### config.mk
export PLATFORM = sky130hd
export DESIGN_NAME = dfetch_top
export DESIGN_NICKNAME = d
export VERILOG_FILES = /design/src/rtl/dfetch_pkg.sv /design/src/rtl/dfetch_fifo.sv /design/src/rtl/dfetch_burst_sizer.sv /design/src/rtl/dfetch_top.sv
export SDC_FILE = /design/constraint.sdc
export NUM_CORES = 2
export LEC_CHECK = 0
export BUFFER_PORTS_ARGS = -buffer_cell sky130_fd_sc_hd__buf_2
export CORE_MARGIN = 5
export CORE_UTILIZATION = 45
export CTS_CLUSTER_DIAMETER = 40
export DETAILED_ROUTE_END_ITERATION = 7
export PLACE_DENSITY = 0.6
export SYNTH_ARGS = -nofsm -noshare
export SYNTH_HDL_FRONTEND = slang
export SYNTH_SLANG_ARGS = --single-unit
### constraint.sdc
create_clock -name clk -period 10.3 [get_ports clk]
set_input_delay 1.545 -clock clk [delete_from_list [all_inputs] [get_ports clk]]
set_output_delay 1.545 -clock clk [all_outputs]
set_load 0.03 [all_outputs]
### src/rtl/dfetch_pkg.sv
package dfetch_pkg;
   localparam int WORD_W      = 32;
   localparam int DESC_WORDS  = 4;
   localparam int CMD_SOF_BIT = 31;
   localparam int CMD_EOF_BIT = 30;
   localparam int CMD_PAL_BIT = 28;

   typedef enum logic [2:0] {
      ST_IDLE,
      ST_DREQ,
      ST_DRSP,
      ST_BREQ,
      ST_BRSP
   } fetch_st_e;
endpackage

### src/rtl/dfetch_fifo.sv
module dfetch_fifo #(
   parameter int W     = 32,
   parameter int DEPTH = 32,
   localparam int AW   = (DEPTH > 1) ? $clog2(DEPTH) : 1,
   localparam int CW   = $clog2(DEPTH + 1)
) (
   input  logic          clk,
   input  logic          rst_n,
   input  logic          push,
   input  logic [W-1:0]  wdata,
   input  logic          pop,
   output logic [W-1:0]  rdata,
   output logic          empty,
   output logic          full,
   output logic [CW-1:0] free
);
   localparam bit POW2 = ((DEPTH & (DEPTH - 1)) == 0);

   logic [W-1:0]  store [DEPTH];
   logic [AW-1:0] wr_ptr, rd_ptr, wr_nxt, rd_nxt;
   logic [CW-1:0] cnt;
   logic          do_push, do_pop;

   if (DEPTH < 2) begin : g_bad_depth
      $error("dfetch_fifo: DEPTH must be at least 2");
   end

   if (POW2) begin : g_pow2
      assign wr_nxt = wr_ptr + 1'b1;
      assign rd_nxt = rd_ptr + 1'b1;
   end else begin : g_wrap
      assign wr_nxt = (wr_ptr == AW'(DEPTH - 1)) ? '0 : wr_ptr + 1'b1;
      assign rd_nxt = (rd_ptr == AW'(DEPTH - 1)) ? '0 : rd_ptr + 1'b1;
   end

   assign empty   = (cnt == '0);
   assign full    = (cnt == CW'(DEPTH));
   assign free    = CW'(DEPTH) - cnt;
   assign do_push = push && !full;
   assign do_pop  = pop && !empty;
   assign rdata   = store[rd_ptr];

   always_ff @(posedge clk) begin
      if (do_push) store[wr_ptr] <= wdata;
   end

   always_ff @(posedge clk or negedge rst_n) begin
      if (!rst_n) begin
         wr_ptr <= '0;
         rd_ptr <= '0;
         cnt    <= '0;
      end else begin
         if (do_push) wr_ptr <= wr_nxt;
         if (do_pop)  rd_ptr <= rd_nxt;
         case ({do_push, do_pop})
            2'b10:   cnt <= cnt + 1'b1;
            2'b01:   cnt <= cnt - 1'b1;
            default: cnt <= cnt;
         endcase
      end
   end
endmodule

### src/rtl/dfetch_burst_sizer.sv
module dfetch_burst_sizer #(
   parameter int LEN_W     = 24,
   parameter int MAX_BURST = 16,
   localparam int BL_W     = $clog2(MAX_BURST + 1)
) (
   input  logic [1:0]       sel,
   input  logic [LEN_W-1:0] remain,
   output logic [BL_W-1:0]  blen
);
   logic [BL_W-1:0] cand [4];
   logic [BL_W-1:0] lim;

   if (LEN_W <= BL_W) begin : g_bad_len
      $error("dfetch_burst_sizer: LEN_W must exceed the burst count width");
   end

   for (genvar g = 0; g < 4; g++) begin : g_cand
      localparam int RAW = (g == 3) ? 16 : (4 << g);
      localparam int CAP = (RAW > MAX_BURST) ? MAX_BURST : RAW;
      assign cand[g] = BL_W'(CAP);
   end

   always_comb begin
      lim = cand[sel];
      if (remain < LEN_W'(lim)) blen = BL_W'(remain);
      else                      blen = lim;
   end
endmodule

### src/rtl/dfetch_top.sv
module dfetch_top
   import dfetch_pkg::*;
#(
   parameter int LEN_W      = 24,
   parameter int FIFO_DEPTH = 32,
   parameter int MAX_BURST  = 16,
   localparam int BL_W      = $clog2(MAX_BURST + 1),
   localparam int FC_W      = $clog2(FIFO_DEPTH + 1)
) (
   input  logic              clk,
   input  logic              rst_n,
   input  logic              start,
   input  logic [31:0]       start_addr,
   input  logic [1:0]        burst_sel,
   input  logic              ufl_en,
   output logic              rd_req,
   output logic [31:0]       rd_addr,
   output logic [BL_W-1:0]   rd_len,
   input  logic              rd_gnt,
   input  logic              rd_rvalid,
   input  logic [31:0]       rd_rdata,
   output logic              pix_valid,
   output logic [31:0]       pix_data,
   input  logic              pix_ready,
   output logic [31:0]       cur_buf,
   output logic [31:0]       cur_id,
   output logic [31:0]       cur_cmd,
   output logic              sof_irq,
   output logic              eof_irq,
   output logic              ufl_irq
);
   if (FIFO_DEPTH < MAX_BURST) begin : g_bad_fifo
      $error("dfetch_top: FIFO_DEPTH must hold a full burst");
   end
   if (MAX_BURST < DESC_WORDS) begin : g_bad_burst
      $error("dfetch_top: MAX_BURST must cover a descriptor read");
   end
   if (LEN_W > CMD_PAL_BIT) begin : g_bad_lenw
      $error("dfetch_top: length field overlaps command flags");
   end

   fetch_st_e        st;
   logic [31:0]      dptr, nxt_q, buf_q, id_q, baddr;
   logic [31:0]      cur_buf_q, cur_id_q, cur_cmd_q;
   logic [LEN_W-1:0] remain;
   logic [BL_W-1:0]  bleft, blen;
   logic [1:0]       wcnt;
   logic             sof_q, eof_q, ufl_q;

   logic             fifo_push, fifo_pop, fifo_empty, fifo_full;
   logic [FC_W-1:0]  fifo_free;
   logic             data_ok;
   logic [LEN_W-1:0] new_len;

   dfetch_burst_sizer #(.LEN_W(LEN_W), .MAX_BURST(MAX_BURST)) u_sizer (
      .sel    (burst_sel),
      .remain (remain),
      .blen   (blen)
   );

   dfetch_fifo #(.W(WORD_W), .DEPTH(FIFO_DEPTH)) u_fifo (
      .clk   (clk),
      .rst_n (rst_n),
      .push  (fifo_push),
      .wdata (rd_rdata),
      .pop   (fifo_pop),
      .rdata (pix_data),
      .empty (fifo_empty),
      .full  (fifo_full),
      .free  (fifo_free)
   );

   assign new_len   = rd_rdata[LEN_W-1:0];
   assign data_ok   = (FC_W'(blen) <= fifo_free) || (FC_W > BL_W && fifo_free >= FC_W'(blen));
   assign rd_req    = (st == ST_DREQ) || ((st == ST_BREQ) && (FC_W'(blen) <= fifo_free));
   assign rd_addr   = (st == ST_DREQ) ? dptr : baddr;
   assign rd_len    = (st == ST_DREQ) ? BL_W'(DESC_WORDS) : blen;
   assign fifo_push = (st == ST_BRSP) && rd_rvalid;
   assign fifo_pop  = pix_ready && !fifo_empty;
   assign pix_valid = !fifo_empty;

   assign cur_buf = cur_buf_q;
   assign cur_id  = cur_id_q;
   assign cur_cmd = cur_cmd_q;
   assign sof_irq = sof_q;
   assign eof_irq = eof_q;
   assign ufl_irq = ufl_q;

   always_ff @(posedge clk or negedge rst_n) begin
      if (!rst_n) begin
         st        <= ST_IDLE;
         dptr      <= '0;
         nxt_q     <= '0;
         buf_q     <= '0;
         id_q      <= '0;
         baddr     <= '0;
         cur_buf_q <= '0;
         cur_id_q  <= '0;
         cur_cmd_q <= '0;
         remain    <= '0;
         bleft     <= '0;
         wcnt      <= '0;
         sof_q     <= 1'b0;
         eof_q     <= 1'b0;
         ufl_q     <= 1'b0;
      end else begin
         sof_q <= 1'b0;
         eof_q <= 1'b0;
         ufl_q <= ufl_en && (st != ST_IDLE) && pix_ready && fifo_empty;
         case (st)
            ST_IDLE: begin
               if (start) begin
                  dptr <= start_addr;
                  st   <= ST_DREQ;
               end
            end
            ST_DREQ: begin
               if (rd_gnt) begin
                  wcnt <= '0;
                  st   <= ST_DRSP;
               end
            end
            ST_DRSP: begin
               if (rd_rvalid) begin
                  wcnt <= wcnt + 1'b1;
                  case (wcnt)
                     2'd0: nxt_q <= rd_rdata;
                     2'd1: buf_q <= rd_rdata;
                     2'd2: id_q  <= rd_rdata;
                     default: begin
                        cur_buf_q <= buf_q;
                        cur_id_q  <= id_q;
                        cur_cmd_q <= rd_rdata;
                        baddr     <= buf_q;
                        remain    <= new_len;
                        sof_q     <= rd_rdata[CMD_SOF_BIT];
                        if (new_len == '0) begin
                           eof_q <= rd_rdata[CMD_EOF_BIT];
                           dptr  <= nxt_q;
                           st    <= ST_DREQ;
                        end else begin
                           st <= ST_BREQ;
                        end
                     end
                  endcase
               end
            end
            ST_BREQ: begin
               if (rd_req && rd_gnt && data_ok) begin
                  bleft  <= blen;
                  baddr  <= baddr + (32'(blen) << 2);
                  remain <= remain - LEN_W'(blen);
                  st     <= ST_BRSP;
               end
            end
            ST_BRSP: begin
               if (rd_rvalid) begin
                  bleft <= bleft - 1'b1;
                  if (bleft == BL_W'(1)) begin
                     if (remain == '0) begin
                        eof_q <= cur_cmd_q[CMD_EOF_BIT];
                        dptr  <= nxt_q;
                        st    <= ST_DREQ;
                     end else begin
                        st <= ST_BREQ;
                     end
                  end
               end
            end
            default: st <= ST_IDLE;
         endcase
      end
   end
endmodule

==> results.toml <==
[routing]
drt_iter0_markers = 3023
vias = 30000
viasPerCell = 5.95
wire_per_inst_um = 29.6
first_pass_iters = 5
drc = 0
wl_um = 149000
antenna_left = 0

[setup_path]
reg2reg_from = "remain[17]$_DFFE_PN0P_"
crit_path_end = "rd_req"
startpoint = "burst_sel[1]"
crit_slowest_cell = "nor4_4"
worstPathArrival_ps = 4900
path_max_fanout = 13
cp-end-kind = "primary output"
r2r_slack_ps = 5540
crit_path_start_kind = "input pin"
setup.worst_path.class = "in2out"
r2r-end = "remain[22]$_DFFE_PN0P_"
reg2reg_depth = 14
crit_chain = "buf_2 > inv_1 > nand2_1 > ha_1 > o31a_1 > o211a_1 > nor4_4 > nor2_1 > a21oi_1 > inv_1 > ha_1 > and3_1 > o21ai_0 > nand3_1 > and3_1 > o21ai_0 > buf_2"
critPathMaxStageDelay_ps = 470
required_ps = 8760

[sta]
maxSlewViolCount = 0
rsz0062_at_grt = "false"
period_share_pct = 62.6
layout_setup_ws_ps = 3850
worst_pin_slew_ps = 1080
setup_viol = 0
hold_ws_ps = 463
slew_headroom_pct = 28.1
max_freq_mhz = 155
fin_setup_tns_ps = 0
hold_viol_final = 0
skew_ps = 27.7
post-route-min-period_ps = 6450

[synth]
netlist_area_sq_um = 53500
yosysUniqueCellTypes = 67
syn-num-nets = 3142
synthCells = 3034
synth_ff_type = "edfxtp_1"
async_reset_ff_share_pct = 23.2
ys.warnings.count = 0
ys_seq_area_share_pct = 71.9
synth_edf_count = 1024
syn_area_per_cell_sq_um = 17.6
synth_seq_cells = 1333

[clocking]
postCtsSetupRepairBufs = 0
clk_pin_slew_worst_paths_ps = 50
clk_latency_ps = 760
clockBufferDepth = 3
htreeDepth = 4
cts_resized = 0
root_buffer = "clkbuf_16"
ctsHoldBuffers = 0
cts_tree = "yes"
cts_num_sinks = 1333
cts_buffers = 169

[power]
power.density_nw_per_um2 = 300
worst_ir_drop_vdd_mv = 0.306
p_leak_nw = 22.6

[global_routing]
grt_pass1_wl_um = 216000
grt_max_degree = 123
antenna_found_initial = 21
grt_overflow = 0
grt_pass1_vias = 31200
track_usage_pct = 23.7

[finish]
drive_above_1_share_pct = 31.3
register_area_sq_um = 38500
final_core_util_pct = 53.0
area_delta_synth_final_pct = 17.1
nNetsFinal = 3461
n_fill_cell = 9260
multi_input_area_sq_um = 14500
final-instance-count-excl-fill = 5041

[placement]
dpl.hpwl_um = 84900
numPlacedInstances = 4718
portBuffers = 242
globalplace.congestion = 0.874
dp_slack_ps = 3910

[floorplan]
pin_count = 243
die_height_um = 355
rows = 126
dieArea_sq_um = 126000
start_util_pct = 45.3
die_x_um = 355
core_area_sq_um = 118000

[min_path]
hold_path.class = "reg2reg"

[run]
maxCapViolCount = 0

[outcome]
status = "completed"
[state kept, by name, indices dropped and copies added, names as in the netlist, 2 cells and up]
signal,cells
baddr,32
bleft,5
buf_q,32
cur_buf,32
cur_cmd,32
cur_id,32
dptr,32
id_q,32
nxt_q,32
remain,24
st,3
u_fifo.cnt,6
u_fifo.rd_ptr,5
u_fifo.store,1024
u_fifo.wr_ptr,5
wcnt,2
[cell families (layout without fill, tap and decap cells)]
group,Yosys count,in the layout,synth area share [%]
buffers and inverters,192,652,1.42
AND/OR/NAND/NOR,717,717,5.72
flip-flops,1333,1333,71.9
adder cells (fa/ha/maj),35,35,0.847
AO/OA/AOI/OAI,252,252,2.89
other,1,12,0.00701
multiplexers,483,483,16.8
XOR/XNOR,21,21,0.344
[final cells by class]
| class | count | share of cell area, % |
|---|---|---|
| clock inverter | 115 | 2.15 |
| timing repair buffer | 317 | 2.91 |
| antenna | 11 | 0.0440 |
| sequential | 1333 | 61.5 |
| clock buffer | 197 | 7.02 |
| inverter | 23 | 0.138 |
| multi-input combinational | 1509 | 23.2 |
| tap | 1536 | 3.07 |
[report_power, final]
part	switching [mW]	internal, mW
Clock	2.30	3.66
Sequential	0.652	6.37
Combinational	3.39	2.43
[Yosys cell counts (all sizes together), types with 4 or more instances]
cell	instances	area, sq um
o32ai	4	35.0
nand3	26	135
mux4	320	7210
o311ai	8	70.1
nor4	13	133
or3	14	87.6
a2bb2oi	8	70.1
xnor2	10	87.6
a31oi	9	56.3
and3	10	62.6
inv	23	86.3
xor2	11	96.3
mux2i	33	330
and4	5	43.8
dfrtp	309	7730
buf	53	239
and2	8	50.1
mux2	130	1460
nor2	129	484
a21o	7	52.6
o22a	4	35.0
o21ai	54	274
nand2b	5	31.3
nor3	22	110
a21oi	101	509
nand4	13	81.3
edfxtp	1024	30700
clkbuf	116	435
ha	33	413
a22oi	8	60.1
a211oi	10	80.1
o22ai	10	62.6
nand2	456	1710
[metal layers]
metal  GRT usage, %  part of all wire (%)  vias up
met3           5.59                   8.2      269
met4           7.81                   3.0       10
met2           39.1                    49     1328
met1           31.2                    40    15800
met5              0                 0.046        -
li1               -                     -    12500
[how the worst min path moves through the flow]
stage	from	to	slack [ps]	depth (start not counted)
global placement	id_q[30]$_DFFE_PN0P_	cur_id[30]$_DFFE_PN0P_	440	2
finish	id_q[22]$_DFFE_PN0P_	cur_id[22]$_DFFE_PN0P_	460	2
global route	id_q[0]$_DFFE_PN0P_	cur_id[0]$_DFFE_PN0P_	480	2
detailed placement	id_q[26]$_DFFE_PN0P_	cur_id[26]$_DFFE_PN0P_	450	2
CTS	id_q[22]$_DFFE_PN0P_	cur_id[22]$_DFFE_PN0P_	470	2
floorplan	id_q[0]$_DFFE_PN0P_	cur_id[0]$_DFFE_PN0P_	430	2
[worst max-delay path, delay by kind of cell]
kind / cells / cell delay, ps
and+or+nand+nor: 6 / 1200
AOI/OAI and AO/OA: 5 / 990
adders and majority gates: 2 / 580
buffers and inverters: 4 / 580
[layout by cell type (no fill, tap or decap), drive strengths merged, types with 11 or more instances in the layout]
master and n:
inv 46, nor2 129, o21ai 54, ha 33, nand3 26, dfrtp 309
clkinvlp 12, nand2 456, mux4 320, nor4 13, a21oi 101, edfxtp 1024
buf 317, mux2 130, mux2i 33, diode 11, clkinv 57, nor3 22
or3 14, xor2 11, clkbuf 197, nand4 13, bufinv 23
[per-stage QoR]
stage | cell area, sq um | power, mW
after detailed placement | 56800 | 13.0
final | 62600 | 18.8
after CTS | 62600 | 19.0
after global placement | 56800 | 12.9
after floorplan | 53500 | 11.1
after global routing | 62600 | 19.6
(Power assumes the default switching activity.)
